==> src/rtl/bnacc_pkg.sv <==
package bnacc_pkg;
  localparam int PTR_W    = 11;
  localparam int LEN_W    = 9;
  localparam int SHIFT_W  = 5;
  localparam int CMP_W    = 3;
  localparam int OP_W     = 12;
  localparam int RUN_BIT  = 15;
  localparam int STALL_BIT = 24;
  localparam int N_PTR    = 4;
  localparam int N_LEN    = 2;

  typedef enum logic [3:0] {
    RA_FUNC  = 4'd0,
    RA_PTR_A = 4'd1,
    RA_PTR_B = 4'd2,
    RA_PTR_C = 4'd3,
    RA_PTR_D = 4'd4,
    RA_LEN_A = 4'd5,
    RA_LEN_B = 4'd6,
    RA_SHIFT = 4'd7,
    RA_CMP   = 4'd8,
    RA_MSW   = 4'd9,
    RA_DMSW  = 4'd10
  } reg_addr_e;
endpackage

==> src/rtl/bnacc_shadow_reg.sv <==
module bnacc_shadow_reg #(
  parameter int W = 11
) (
  input  logic         clk_i,
  input  logic         rst_ni,
  input  logic         we_i,
  input  logic [W-1:0] d_i,
  input  logic         busy_i,
  input  logic         commit_i,
  output logic [W-1:0] q_o
);
  logic [W-1:0] q_q, sh_q;
  logic         full_q;

  always_ff @(posedge clk_i or negedge rst_ni) begin
    if (!rst_ni) begin
      q_q    <= '0;
      sh_q   <= '0;
      full_q <= 1'b0;
    end else if (we_i) begin
      if (busy_i && !commit_i) begin
        sh_q   <= d_i;
        full_q <= 1'b1;
      end else begin
        q_q    <= d_i;
        full_q <= 1'b0;
      end
    end else if (commit_i && full_q) begin
      q_q    <= sh_q;
      full_q <= 1'b0;
    end
  end

  assign q_o = q_q;

  // the visible copy does not move while a job runs
  p_shadow_hold_r3: assert property (@(posedge clk_i) disable iff (!rst_ni)
    (busy_i && !commit_i) |=> $stable(q_q));
endmodule

==> src/rtl/bnacc_run_ctrl.sv <==
module bnacc_run_ctrl #(
  parameter int CMP_W = 3,
  parameter int PTR_W = 11
) (
  input  logic             clk_i,
  input  logic             rst_ni,
  input  logic             seq_ready_i,
  input  logic             fn_we_i,
  input  logic             run_wr_i,
  input  logic             stall_wr_i,
  input  logic             done_i,
  input  logic [CMP_W-1:0] cmp_i,
  input  logic [PTR_W-1:0] msw_i,
  input  logic [PTR_W-1:0] dmsw_i,
  output logic             run_o,
  output logic             stall_o,
  output logic             start_o,
  output logic             commit_o,
  output logic [CMP_W-1:0] cmp_o,
  output logic [PTR_W-1:0] msw_o,
  output logic [PTR_W-1:0] dmsw_o
);
  logic             boot_q, run_q, stall_q, pend_q, start_q;
  logic [CMP_W-1:0] cmp_q, cmp_h;
  logic [PTR_W-1:0] msw_q, msw_h, dmsw_q, dmsw_h;
  logic             launch, done_acc, fin_direct, fin_held, boot_end;

  assign launch     = fn_we_i && run_wr_i && !run_q;
  assign done_acc   = done_i && run_q && !boot_q && !pend_q;
  assign fin_direct = done_acc && !stall_q;
  assign fin_held   = pend_q && !stall_q;
  assign boot_end   = boot_q && seq_ready_i;
  assign commit_o   = fin_direct || fin_held || boot_end;

  always_ff @(posedge clk_i or negedge rst_ni) begin
    if (!rst_ni) begin
      boot_q  <= 1'b1;
      run_q   <= 1'b1;
      stall_q <= 1'b0;
      pend_q  <= 1'b0;
      start_q <= 1'b0;
      cmp_q   <= '0;
      cmp_h   <= '0;
      msw_q   <= '0;
      msw_h   <= '0;
      dmsw_q  <= '0;
      dmsw_h  <= '0;
    end else begin
      start_q <= launch;
      if (fn_we_i) stall_q <= stall_wr_i;
      if (boot_end) begin
        boot_q <= 1'b0;
        run_q  <= 1'b0;
      end
      if (launch) run_q <= 1'b1;
      if (fin_direct) begin
        cmp_q  <= cmp_i;
        msw_q  <= msw_i;
        dmsw_q <= dmsw_i;
        run_q  <= 1'b0;
      end
      if (done_acc && stall_q) begin
        cmp_h  <= cmp_i;
        msw_h  <= msw_i;
        dmsw_h <= dmsw_i;
        pend_q <= 1'b1;
      end
      if (fin_held) begin
        cmp_q  <= cmp_h;
        msw_q  <= msw_h;
        dmsw_q <= dmsw_h;
        run_q  <= 1'b0;
        pend_q <= 1'b0;
      end
    end
  end

  assign run_o   = run_q;
  assign stall_o = stall_q;
  assign start_o = start_q;
  assign cmp_o   = cmp_q;
  assign msw_o   = msw_q;
  assign dmsw_o  = dmsw_q;

  p_launch_start_r4: assert property (@(posedge clk_i) disable iff (!rst_ni)
    (fn_we_i && run_wr_i && !run_q) |=> (run_q && start_q));

  p_done_commit_r6: assert property (@(posedge clk_i) disable iff (!rst_ni)
    (done_i && run_q && !boot_q && !pend_q && !stall_q) |=> (!run_q && msw_q == $past(msw_i)));

  p_stall_hold_r7: assert property (@(posedge clk_i) disable iff (!rst_ni)
    (done_i && run_q && !boot_q && !pend_q && stall_q) |=> (run_q && $stable(msw_q) && $stable(cmp_q)));

  p_release_r7: assert property (@(posedge clk_i) disable iff (!rst_ni)
    (pend_q && !stall_q) |=> !run_q);

  p_idle_results_r8: assert property (@(posedge clk_i) disable iff (!rst_ni)
    (!run_q || boot_q) |=> ($stable(msw_q) && $stable(dmsw_q) && $stable(cmp_q)));
endmodule

==> src/rtl/bnacc_launch_regs.sv <==
module bnacc_launch_regs
  import bnacc_pkg::*;
#(
  parameter int P_W  = PTR_W,
  parameter int L_W  = LEN_W,
  parameter int S_W  = SHIFT_W,
  parameter int C_W  = CMP_W,
  parameter int O_W  = OP_W
) (
  input  logic           clk_i,
  input  logic           rst_ni,
  input  logic           wr_en_i,
  input  logic [3:0]     addr_i,
  input  logic [31:0]    wdata_i,
  output logic [31:0]    rdata_o,
  input  logic           seq_ready_i,
  output logic           start_o,
  output logic [O_W-1:0] op_o,
  output logic [S_W-1:0] shift_o,
  output logic [P_W-1:0] ptr_a_o,
  output logic [P_W-1:0] ptr_b_o,
  output logic [P_W-1:0] ptr_c_o,
  output logic [P_W-1:0] ptr_d_o,
  output logic [L_W-1:0] len_a_o,
  output logic [L_W-1:0] len_b_o,
  input  logic           done_i,
  input  logic [C_W-1:0] cmp_i,
  input  logic [P_W-1:0] msw_i,
  input  logic [P_W-1:0] divmsw_i,
  output logic           irq_o
);
  logic           run, stall, commit, fn_we;
  logic [P_W-1:0] ptr_q [N_PTR];
  logic [L_W-1:0] len_q [N_LEN];
  logic [C_W-1:0] cmp_q;
  logic [P_W-1:0] msw_q, dmsw_q;
  logic [O_W-1:0] op_q;
  logic [S_W-1:0] shift_q;

  assign fn_we = wr_en_i && (addr_i == RA_FUNC);

  for (genvar i = 0; i < N_PTR; i++) begin : g_ptr
    bnacc_shadow_reg #(.W(P_W)) u_ptr (
      .clk_i, .rst_ni,
      .we_i    (wr_en_i && (addr_i == 4'(int'(RA_PTR_A) + i))),
      .d_i     (wdata_i[P_W-1:0]),
      .busy_i  (run),
      .commit_i(commit),
      .q_o     (ptr_q[i])
    );
  end

  for (genvar i = 0; i < N_LEN; i++) begin : g_len
    bnacc_shadow_reg #(.W(L_W)) u_len (
      .clk_i, .rst_ni,
      .we_i    (wr_en_i && (addr_i == 4'(int'(RA_LEN_A) + i))),
      .d_i     (wdata_i[L_W-1:0]),
      .busy_i  (run),
      .commit_i(commit),
      .q_o     (len_q[i])
    );
  end

  bnacc_run_ctrl #(.CMP_W(C_W), .PTR_W(P_W)) u_run (
    .clk_i, .rst_ni,
    .seq_ready_i,
    .fn_we_i   (fn_we),
    .run_wr_i  (wdata_i[RUN_BIT]),
    .stall_wr_i(wdata_i[STALL_BIT]),
    .done_i,
    .cmp_i,
    .msw_i,
    .dmsw_i    (divmsw_i),
    .run_o     (run),
    .stall_o   (stall),
    .start_o,
    .commit_o  (commit),
    .cmp_o     (cmp_q),
    .msw_o     (msw_q),
    .dmsw_o    (dmsw_q)
  );

  // op code and shift are frozen while run is high
  always_ff @(posedge clk_i or negedge rst_ni) begin
    if (!rst_ni) begin
      op_q    <= '0;
      shift_q <= '0;
    end else if (!run) begin
      if (fn_we) op_q <= wdata_i[O_W-1:0];
      if (wr_en_i && addr_i == RA_SHIFT) shift_q <= wdata_i[S_W-1:0];
    end
  end

  always_comb begin
    rdata_o = '0;
    case (addr_i)
      RA_FUNC: begin
        rdata_o[O_W-1:0]  = op_q;
        rdata_o[RUN_BIT]  = run;
        rdata_o[STALL_BIT] = stall;
      end
      RA_PTR_A: rdata_o[P_W-1:0] = ptr_q[0];
      RA_PTR_B: rdata_o[P_W-1:0] = ptr_q[1];
      RA_PTR_C: rdata_o[P_W-1:0] = ptr_q[2];
      RA_PTR_D: rdata_o[P_W-1:0] = ptr_q[3];
      RA_LEN_A: rdata_o[L_W-1:0] = len_q[0];
      RA_LEN_B: rdata_o[L_W-1:0] = len_q[1];
      RA_SHIFT: rdata_o[S_W-1:0] = shift_q;
      RA_CMP:   rdata_o[C_W-1:0] = cmp_q;
      RA_MSW:   rdata_o[P_W-1:0] = msw_q;
      RA_DMSW:  rdata_o[P_W-1:0] = dmsw_q;
      default:  rdata_o = '0;
    endcase
  end

  assign op_o    = op_q;
  assign shift_o = shift_q;
  assign ptr_a_o = ptr_q[0];
  assign ptr_b_o = ptr_q[1];
  assign ptr_c_o = ptr_q[2];
  assign ptr_d_o = ptr_q[3];
  assign len_a_o = len_q[0];
  assign len_b_o = len_q[1];
  assign irq_o   = !run;

  p_op_frozen_r5: assert property (@(posedge clk_i) disable iff (!rst_ni)
    run |=> ($stable(op_q) && $stable(shift_q)));

  p_single_start_r5: assert property (@(posedge clk_i) disable iff (!rst_ni)
    start_o |=> !start_o);
endmodule

==> config.mk <==
export PLATFORM = sky130hd
export DESIGN_NAME = bnacc_launch_regs
export DESIGN_NICKNAME = d
export VERILOG_FILES = /design/src/rtl/bnacc_pkg.sv /design/src/rtl/bnacc_shadow_reg.sv /design/src/rtl/bnacc_run_ctrl.sv /design/src/rtl/bnacc_launch_regs.sv
export SDC_FILE = /design/constraint.sdc
export NUM_CORES = 1
export LEC_CHECK = 0
export CORE_MARGIN = 5
export CORE_UTILIZATION = 35
export CTS_CLUSTER_SIZE = 28
export DETAILED_ROUTE_END_ITERATION = 8
export PLACE_DENSITY_LB_ADDON = 0.2
export SETUP_SLACK_MARGIN = 0.5
export SYNTH_ARGS = -nofsm -noshare
export SYNTH_HDL_FRONTEND = slang
export SYNTH_SLANG_ARGS = --single-unit
==> constraint.sdc <==
create_clock -name clk_i -period 4.9 [get_ports clk_i]
set_input_delay 0.49 -clock clk_i [delete_from_list [all_inputs] [get_ports clk_i]]
set_output_delay 0.49 -clock clk_i [all_outputs]
set_load 0.1 [all_outputs]
# After elaboration in Yosys (flattened, before gate mapping)
# Cells that the tools add are included.
[op_classes]
n_eq_ne = 16
muxes = 46
n_bitwise = 1
reduce_logical = 55
[op_table]
columns = ["operator", "n"]
rows = [
  ["11-bit 2-to-1 mux", 13],
  ["9-bit 2-to-1 mux", 5],
  ["4-bit case mux with 9 select lines", 1],
  ["3-bit case mux with 11 select lines", 1],
  ["2-bit AND reduction", 14],
  ["1-bit logical AND", 24],
  ["1-bit 2-to-1 mux", 22],
  ["2-bit case mux with 10 select lines", 1],
  ["4-bit by 3-bit == test with 1-bit output, second input constant", 4],
  ["2-bit nonzero test", 8],
  ["2-bit case mux with 7 select lines", 1],
  ["4-bit == test, second input constant", 3],
  ["2-bit inequality test, second input constant", 6],
  ["4-bit by 2-bit == test with 1-bit output, second input constant", 2],
  ["3-bit 2-to-1 mux", 2],
  ["1-bit logical NOT", 5],
  ["4-bit by 1-bit == test with 1-bit output, second input constant", 1],
  ["4-bit logical NOT", 1],
  ["4-bit nonzero test", 1],
  ["1-bit logical OR", 2],
  ["1-bit inverter", 1],
]
[totals]
regBits = 202
in_bits = 66
out_inout_bits = 113
wordCells = 149

# Longest topological paths before layout
# Gate-level depths: netlist of run 1.
[logic_depth]
depth_word = 10
ltp_mapped = 7
depth_no_buf = 4

# Hierarchy
# From an unflattened synthesis of run 1, not the netlist that was laid out.
[hier_totals]
hier_cells = 728
area_unflattened_um2 = 10790.3
[by_module_without_submodules]
columns = ["mod", "instances", "cells_each", "area_each_um2", "seq_area_each_um2"]
rows = [
  ["bnacc_shadow_reg (g_ptr[0].u_ptr ...)", 4, 65, 1088.5, 575.6],
  ["bnacc_run_ctrl", 1, 150, 2588.7, 1378.8],
  ["bnacc_launch_regs", 1, 212, 2005.7, 425.4],
  ["bnacc_shadow_reg (g_len[0].u_len ...)", 2, 53, 920.9, 475.5],
]

# Worst setup path after synthesis of run 1
# Ideal clock, no wire load.
[synth_timing]
path_kind = "register to output"
startpoint = "register g_ptr[3].u_ptr.q_q[6]"
endpoint = "output port rdata_o[6]"
arrival_time_ps = 4682
required_ps = 4410
setup_slack_ps = -272
path_stages_with_launch = 5
n_path_buf = 0
cell_sequence = "dfrtp_1 -> nand2_1 -> nor2_1 -> a21oi_1 -> o311ai_0"
[synth_via]
elab_chain_cells = 1
[synth_lines]
columns = ["element", "line_no", "text"]
rows = [
  ["start: declaration", "bnacc_shadow_reg.sv:12", "logic [W-1:0] q_q, sh_q;"],
  ["start signal: assignment", "bnacc_shadow_reg.sv:25", "q_q <= d_i;"],
  ["start signal: assignment", "bnacc_shadow_reg.sv:29", "q_q <= sh_q;"],
  ["4-bit case mux with 9 select lines", "bnacc_launch_regs.sv:96", "case (addr_i)"],
  ["end: declaration", "bnacc_launch_regs.sv:15", "output logic [31:0] rdata_o,"],
]
# No other way between the ends.

# Worst setup path in the final report of run 1
[layout_timing]
startpoint = "input port addr_i[1]"
endpoint = "output port rdata_o[2]"
[layout_via]
elab_chain_cells = 2
[layout_lines]
columns = ["element", "line_no", "text"]
rows = [
  ["start: declaration", "bnacc_launch_regs.sv:13", "input logic [3:0] addr_i,"],
  ["4-bit == test, or another cell as far along", "bnacc_launch_regs.sv:96", ""],
  ["3-bit case mux with 11 select lines *", "bnacc_launch_regs.sv:96", ""],
]
# Every way passes the cells marked *; elsewhere a longest branch is shown, timed or not.

==> run summary, run 1 <==
Yosys warns: 0
Async set-reset flop share out of synthesis: 1.000
Initial DRC count: 433
FILL cells: 2,598
Area occupied by multi-input gates: 0.004402 mm²
Met2 Wirelength: 13,590 µm
Core Box Area: 0.02771 mm²
Initial antenna violation count: 0
Router iterations before antenna repair: 8
Library cells used by synthesis: 55
Crit-path max FO: 15
Via-to-Cell Ratio: 5.205
Post-CTS resize count: 0
CP required: 4.41 ns
Worst Path Buf+Inv: 3
Max frequency: 276.0 MHz
Vias: 6,735
CP Launch Type: primary input
Critical path capture point type: output pin
Pwr Density: 628.0 mW/mm²
Final setup margin: 1.276 ns
Post-Route WL: 29,670 µm
Synthesized instance count: 767
CTS tree: built
Rows: 61
Die area: 0.03150 mm²
Setup TNS: 0 ns
Post-synthesis cell area: 0.009817 mm²
Clock sinks: 202
ANT cells: 0
Slew headroom: 0.2048
CP max-delay cell: clkdlybuf4s50_1
Clock Latency Late Sink: 0.52 ns
Register area share after synthesis: 0.5152
Max layer used: met4
Number of global-route vias before repair: 6,845
Fin crit period: 3.624 ns
GRT Total Usage: 0.1868
Max Transition Viols Final: 0
Post-synth EDFFs: 0
FF-to-FF Start: u_run.stall_o
Hold WC Path Type: primary input to asynchronous set/reset pin
Post-Syn Area per Cell: 12.80 µm²
Setup bufs post-CTS: 0
Area contributors post-synth: dfrtp_1 51%, mux2_2 25%, mux2i_1 4.5%
Clk buf depth: 3
#FFs+latches synth: 202
Crit path DAT: 3.13 ns
Unrepaired setup endpoints after global routing: false
Critical path class: primary input to output pin
Synth Flop Type: dfrtp_1
CTS Root Cell: clkbuf_16
Share of the synthesized area in the top cell type: 0.5098
Area leader, netlist: dfrtp_1
CP cell instances: clkdlybuf4s50_1, buf_4, nand2b_1, nor2_1, a32oi_1, o221ai_1, buf_12
DRC errors left: 0
Max VDD drop: 0.0003898 V
Met3 Wirelength: 1688 µm
Worst slack at placement: 1.141 ns
DR WL/cell: 22.93 µm
Setup Skew: 0.01054 ns
First-pass GRT wire length: 44,440 µm
Layout Area Growth over Synthesis: 26.66%
Grt ovf: 0
Final net count: 965
Reg area: 0.005057 mm²
Delay-heaviest family, CP: buffers and inverters
Final setup vio count: 0
Slowest stage delay, CP: 0.92 ns
CTS Hold Bufs: 0
H-Tree Depth: 1
Status: completed
Die X: 177.5 µm
Final Cycle Share: 0.7396
Total power after layout: 7.808 mW
Fin util: 0.4488
MaxCap Viol Count: 0
Port buffer count: 142
CP startpoint: addr_i[1]
Fin. Hold Viols: 0
Worst Tran Pin Value: 1.190 ns
Share of cells above drive strength 1: 0.3384
Maximum number of pins on one net before global-route repair: 110
Routability cong.: 0.8377
Worst-path clk slew: 0.06 ns
Top Ports: 179
Static Leak: 5.738 nW
Die extent in y: 177.5 µm
Met1 WL: 13,740 µm
Starting Density: 0.3543
CTS Buf Count: 23
DP Wirelength: 20,930 µm
Final antenna-violating net count: 0
## worst paths after layout
check	cells past startpoint	slack (ns)	endpoint
min in group clk_i	1	0.50	g_len[0].u_len.sh_q[4]
max	7	1.28	rdata_o[2]
max reg2reg	5	2.00	g_ptr[0].u_ptr.sh_q[0]
min	1	0.03	u_run.msw_h[10]
max in group asynchronous	2	3.81	g_len[1].u_len.sh_q[7]
min reg2reg	1	0.50	g_len[0].u_len.sh_q[4]
## registers in the layout (all words and copies together) (netlist names)
name and flops:
u_run.msw_o 11, u_run.start_o 1, u_run.msw_h 11, g_len.u_len.q_o 18
u_run.boot_q 1, u_run.pend_q 1, shift_o 5, g_ptr.u_ptr.full_q 4
g_ptr.u_ptr.sh_q 44, u_run.cmp_h 3, u_run.dmsw_o 11, g_ptr.u_ptr.q_o 44
u_run.stall_o 1, op_o 12, g_len.u_len.sh_q 18, u_run.dmsw_h 11
g_len.u_len.full_q 2, u_run.cmp_o 3, u_run.run_o 1
## logic make-up after synthesis
group / share of synthesized area
DFF: 0.5152
AOI/OAI and AO/OA: 0.07023
other: 0.0003820
buffers and inverters: 0.04499
and+or+nand+nor: 0.06054
muxes: 0.3087
## cell type report
cell class | instances | share of cell area
Sequential cell | 202 | 0.4067
Multi-Input combinational cell | 500 | 0.3540
Timing Repair Buffer | 165 | 0.1357
Clock buffer | 36 | 0.05665
Tap cell | 378 | 0.03804
Clock inverter | 6 | 0.006742
Inverter | 7 | 0.002113
## through the flow
stage	cells	cell area [µm²]	hold slack, ns
floorplan	784	9881	0.1944
global placement	1252	11650	0.4821
detailed placement	1252	11650	0.4876
CTS	1294	12430	0.08461
global route	1294	12430	0.09924
finish	1294	12430	0.03163
## routing by layer
metal | up-vias | track usage
li1 | 3013 | -
met1 | 3451 | 0.2708
met2 | 228 | 0.2947
met3 | 43 | 0.03110
met4 | 0 | 0.04189
met5 | - | 0
## cell usage in the layout, fill, tap and decap left out, types with 3 or more instances in the layout
cell type        count
mux2_2             219
dfrtp_1            200
clkdlybuf4s50_1    127
nor2_1              46
mux2i_1             44
a21oi_1             34
buf_4               27
clkbuf_16           23
conb_1              18
nand2_1             11
buf_12              10
a22o_1               9
a22oi_1              9
and2_1               9
mux2_1               9
clkbuf_8             9
nor2b_1              8
inv_1                7
a32oi_1              7
o22ai_1              7
nand3_1              7
o221ai_1             6
o21ai_0              5
a31oi_1              5
clkbuf_1             5
nand2b_1             4
and3_1               4
nor3_1               3
nand3b_1             3
clkinv_2             3
## Yosys cell counts (8+ instances only)
library cell and number:
a21oi_1 35, a22o_1 9, a22oi_1 9, and2_1 9
buf_2 29, buf_4 22, clkbuf_1 20, dfrtp_1 200
mux2_1 9, mux2_2 219, mux2i_1 44, nand2_1 11
nor2_1 46, nor2b_1 8
## where the power goes
part	internal [mW]	total (mW)	switching, mW
clock	1.09	1.79	0.698
sequential	2.21	2.65	0.438
combinational	1.02	3.37	2.34
Power figures use the tool's default switching activity.
==> run 2, diff against run 1 <==
Clock period 4.9 ns to 3.2 ns, I/O delays scaled along.
==> run 2 against run 1 <==
Compared with the run above:
- non-clock buffer count is 22 higher
- largest power group unchanged
- sequential cell count did not move
- register-to-register slack got worse by 1.3 ns
- largest cell class unchanged
- first-iteration DRC count is 0.92% lower
- power rose by 53%
- clock skew rose by 0.010 ns
- global-route usage hardly changed
- cell area increased by 2.1%
- sequential share of layout area fell by 0.83 points
==> run summary, run 2 (same netlist as run 1, synthesis figures left out) <==
Post-route design area: 0.01269 mm² (was 0.01243 mm²)
Setup TNS: 0 ns (unchanged)
Fin crit period: 2.601 ns
H-Tree Depth: 1 (unchanged)
CP required: 2.88 ns (was 4.41 ns)
Rows: 61 (unchanged)
Setup Skew: 0.02054 ns (was 0.01054 ns)
Switching Share: 0.4450 (was 0.4458)
Max VDD drop: 0.0006477 V (was 0.0003898 V)
Final net count: 986 (was 965)
Clock Latency Late Sink: 0.51 ns (was 0.52 ns)
First-pass GRT wire length: 44,430 µm (was 44,440 µm)
Reg power frac: 0.341 (was 0.340)
GRT Total Usage: 0.1866 (was 0.1868)
Final hold slack: 0.3509 ns (was 0.03163 ns)
Layout Area Growth over Synthesis: 29.31% (was 26.66%)
Clock power share: 0.224 (was 0.229)
Router iterations before antenna repair: 5 (was 8)
Core Box Area: 0.02771 mm² (unchanged)
Final antenna-violating net count: 0 (unchanged)
Share of cells above drive strength 1: 0.4028 (was 0.3384)
Status: completed (unchanged)
Clock sinks: 202 (unchanged)
Logic pwr share: 0.435 (was 0.431)
Critical path capture point type: output pin (unchanged)
Routability cong.: 0.8551 (was 0.8377)
CP Launch Type: primary input (unchanged)
CP cell instances: dlygate4sd2_1, buf_4, mux2i_1, nor3_1, a31o_2, a211o_1, buf_12 (was clkdlybuf4s50_1, buf_4, nand2b_1, nor2_1, a32oi_1, o221ai_1, buf_12)
Hold WC Path Type: primary input to flop (was primary input to asynchronous set/reset pin)
Worst Tran Pin Value: 0.9909 ns (was 1.190 ns)
FILL cells: 2,575 (was 2,598)
Initial DRC count: 429 (was 433)
Crit path DAT: 2.28 ns (was 3.13 ns)
ANT cells: 0 (unchanged)
Unrepaired setup endpoints after global routing: false (unchanged)
Number of global-route vias before repair: 7,021 (was 6,845)
Post-Route WL: 30,000 µm (was 29,670 µm)
Fin. Hold Viols: 0 (unchanged)
MaxCap Viol Count: 0 (unchanged)
CP max-delay cell: dlygate4sd2_1 (was clkdlybuf4s50_1)
Commonest non-fill, non-tap cell in the layout: mux2_2 (unchanged)
Vias: 6,827 (was 6,735)
Area occupied by multi-input gates: 0.004474 mm² (was 0.004402 mm²)
Reg area: 0.005057 mm² (unchanged)
Final setup vio count: 0 (unchanged)
Cell internal pwr: 6.618 mW (was 4.327 mW)
Max frequency: 384.4 MHz
Via-to-Cell Ratio: 5.196 (was 5.205)
Switch Pwr: 5.307 mW (was 3.481 mW)
Initial antenna violation count: 0 (unchanged)
CTS Buf Count: 22 (was 23)
Die area: 0.03150 mm² (unchanged)
Area after DPL: 0.01184 mm² (was 0.01165 mm²)
Maximum number of pins on one net before global-route repair: 82 (was 110)
Grt ovf: 0 (unchanged)
Starting Density: 0.3543 (unchanged)
CTS Root Cell: clkbuf_16 (unchanged)
CTS tree: built (unchanged)
Critical path class: primary input to output pin (unchanged)
Worst-path clk slew: 0.07 ns (was 0.06 ns)
Most frequent cells in the layout: 219 x mux2_2, 200 x dfrtp_1, 88 x clkdlybuf4s50_1 (was 219 x mux2_2, 200 x dfrtp_1, 127 x clkdlybuf4s50_1)
Slew headroom: 0.3373 (was 0.2048)
DR WL/cell: 22.83 µm (was 22.93 µm)
Port buffer count: 142 (unchanged)
Static Leak: 5.971 nW (was 5.738 nW)
Top Ports: 179 (unchanged)
Die X: 177.5 µm (unchanged)
DP Wirelength: 21,710 µm (was 20,930 µm)
Die extent in y: 177.5 µm (unchanged)
Slowest stage delay, CP: 0.45 ns (was 0.92 ns)
Final Cycle Share: 0.8129
DRC errors left: 0 (unchanged)
Clk buf depth: 3 (unchanged)
Crit-path max FO: 15 (unchanged)
Max Transition Viols Final: 0 (unchanged)
Pwr Density: 939.4 mW/mm² (was 628.0 mW/mm²)
run 2: cell count changes in the layout (fill, tap and decap cells not counted), sizes merged, moves of 2 or more:
cell           before  now
buf                37   91
clkdlybuf4s50     127   88
dlygate4sd2         0    3
dlymetal6s2s        0    2
run 2: power groups by stage:
stage | Combinational, mW | Clock (mW) | Sequential, mW
after global routing | 5.41 | 2.83 | 4.17
after detailed placement | 5.20 | 0 | 4.12
final | 5.18 | 2.67 | 4.07
after CTS | 5.21 | 2.73 | 4.08
after global placement | 5.16 | 0 | 4.11
after floorplan | 1.76 | 0 | 6.01
run 2: metrics by stage:
stage,setup WS [ns],cells,util,power [mW]
3_3_place_gp,0.2790,1270,0.4273,9.271
4_1_cts,0.5040,1311,0.4558,12.03
6_report,0.5988,1314,0.4582,11.93
2_1_floorplan,0.3100,784,-,7.775
5_1_grt,0.5137,1314,0.4582,12.40
3_5_place_dp,0.2659,1270,0.4273,9.326
run 2: timing repair:
action	CTS	global route
pin swaps	2	4
buffers inserted	0	2
hold buffers	1	0
endpoints found under the hold margin	68	0
resized for setup	6	7
setup endpoints to repair	8	5
gates cloned	0	1
run 2: final cells by class:
type                    instances  share of cell area
clock buffers                  36             0.05549
clock inverters                 4            0.005519
inverters                       7            0.002070
multi-input cells             500              0.3525
flip-flops and latches        202              0.3984
well taps                     378             0.03726
repair buffers                187              0.1488
run 2: worst max-delay path, delay by kind of cell:
kind,cells,cell delay [ns]
simple gates,1,0.09
buf+inv,3,0.96
compound gates,2,0.55
mux,1,0.35
run 2: layer usage:
| layer | part of all wire | up-vias | GRT usage |
|---|---|---|---|
| met5 | 0 | - | 0 |
| met4 | 0.019 | 0 | 0.04318 |
| met3 | 0.067 | 43 | 0.04005 |
| met2 | 0.46 | 233 | 0.3021 |
| met1 | 0.45 | 3488 | 0.2581 |
| li1 | - | 3063 | - |
run 2: path summary, 6_finish.rpt:
path / start / end / slack, ns / cells past startpoint
worst min-delay path: seq_ready_i / u_run.boot_q / 0.35 / 2
worst min register to register: g_ptr[1].u_ptr.sh_q[3] / g_ptr[1].u_ptr.sh_q[3] / 0.50 / 1
worst max register to register: u_run.run_o / g_ptr[0].u_ptr.q_o[4] / 0.71 / 5
min in group asynchronous: rst_ni / u_run.msw_o[10] / 0.39 / 2
worst max-delay path: addr_i[2] / rdata_o[3] / 0.60 / 7
max in group asynchronous: rst_ni / u_run.run_o / 1.82 / 3
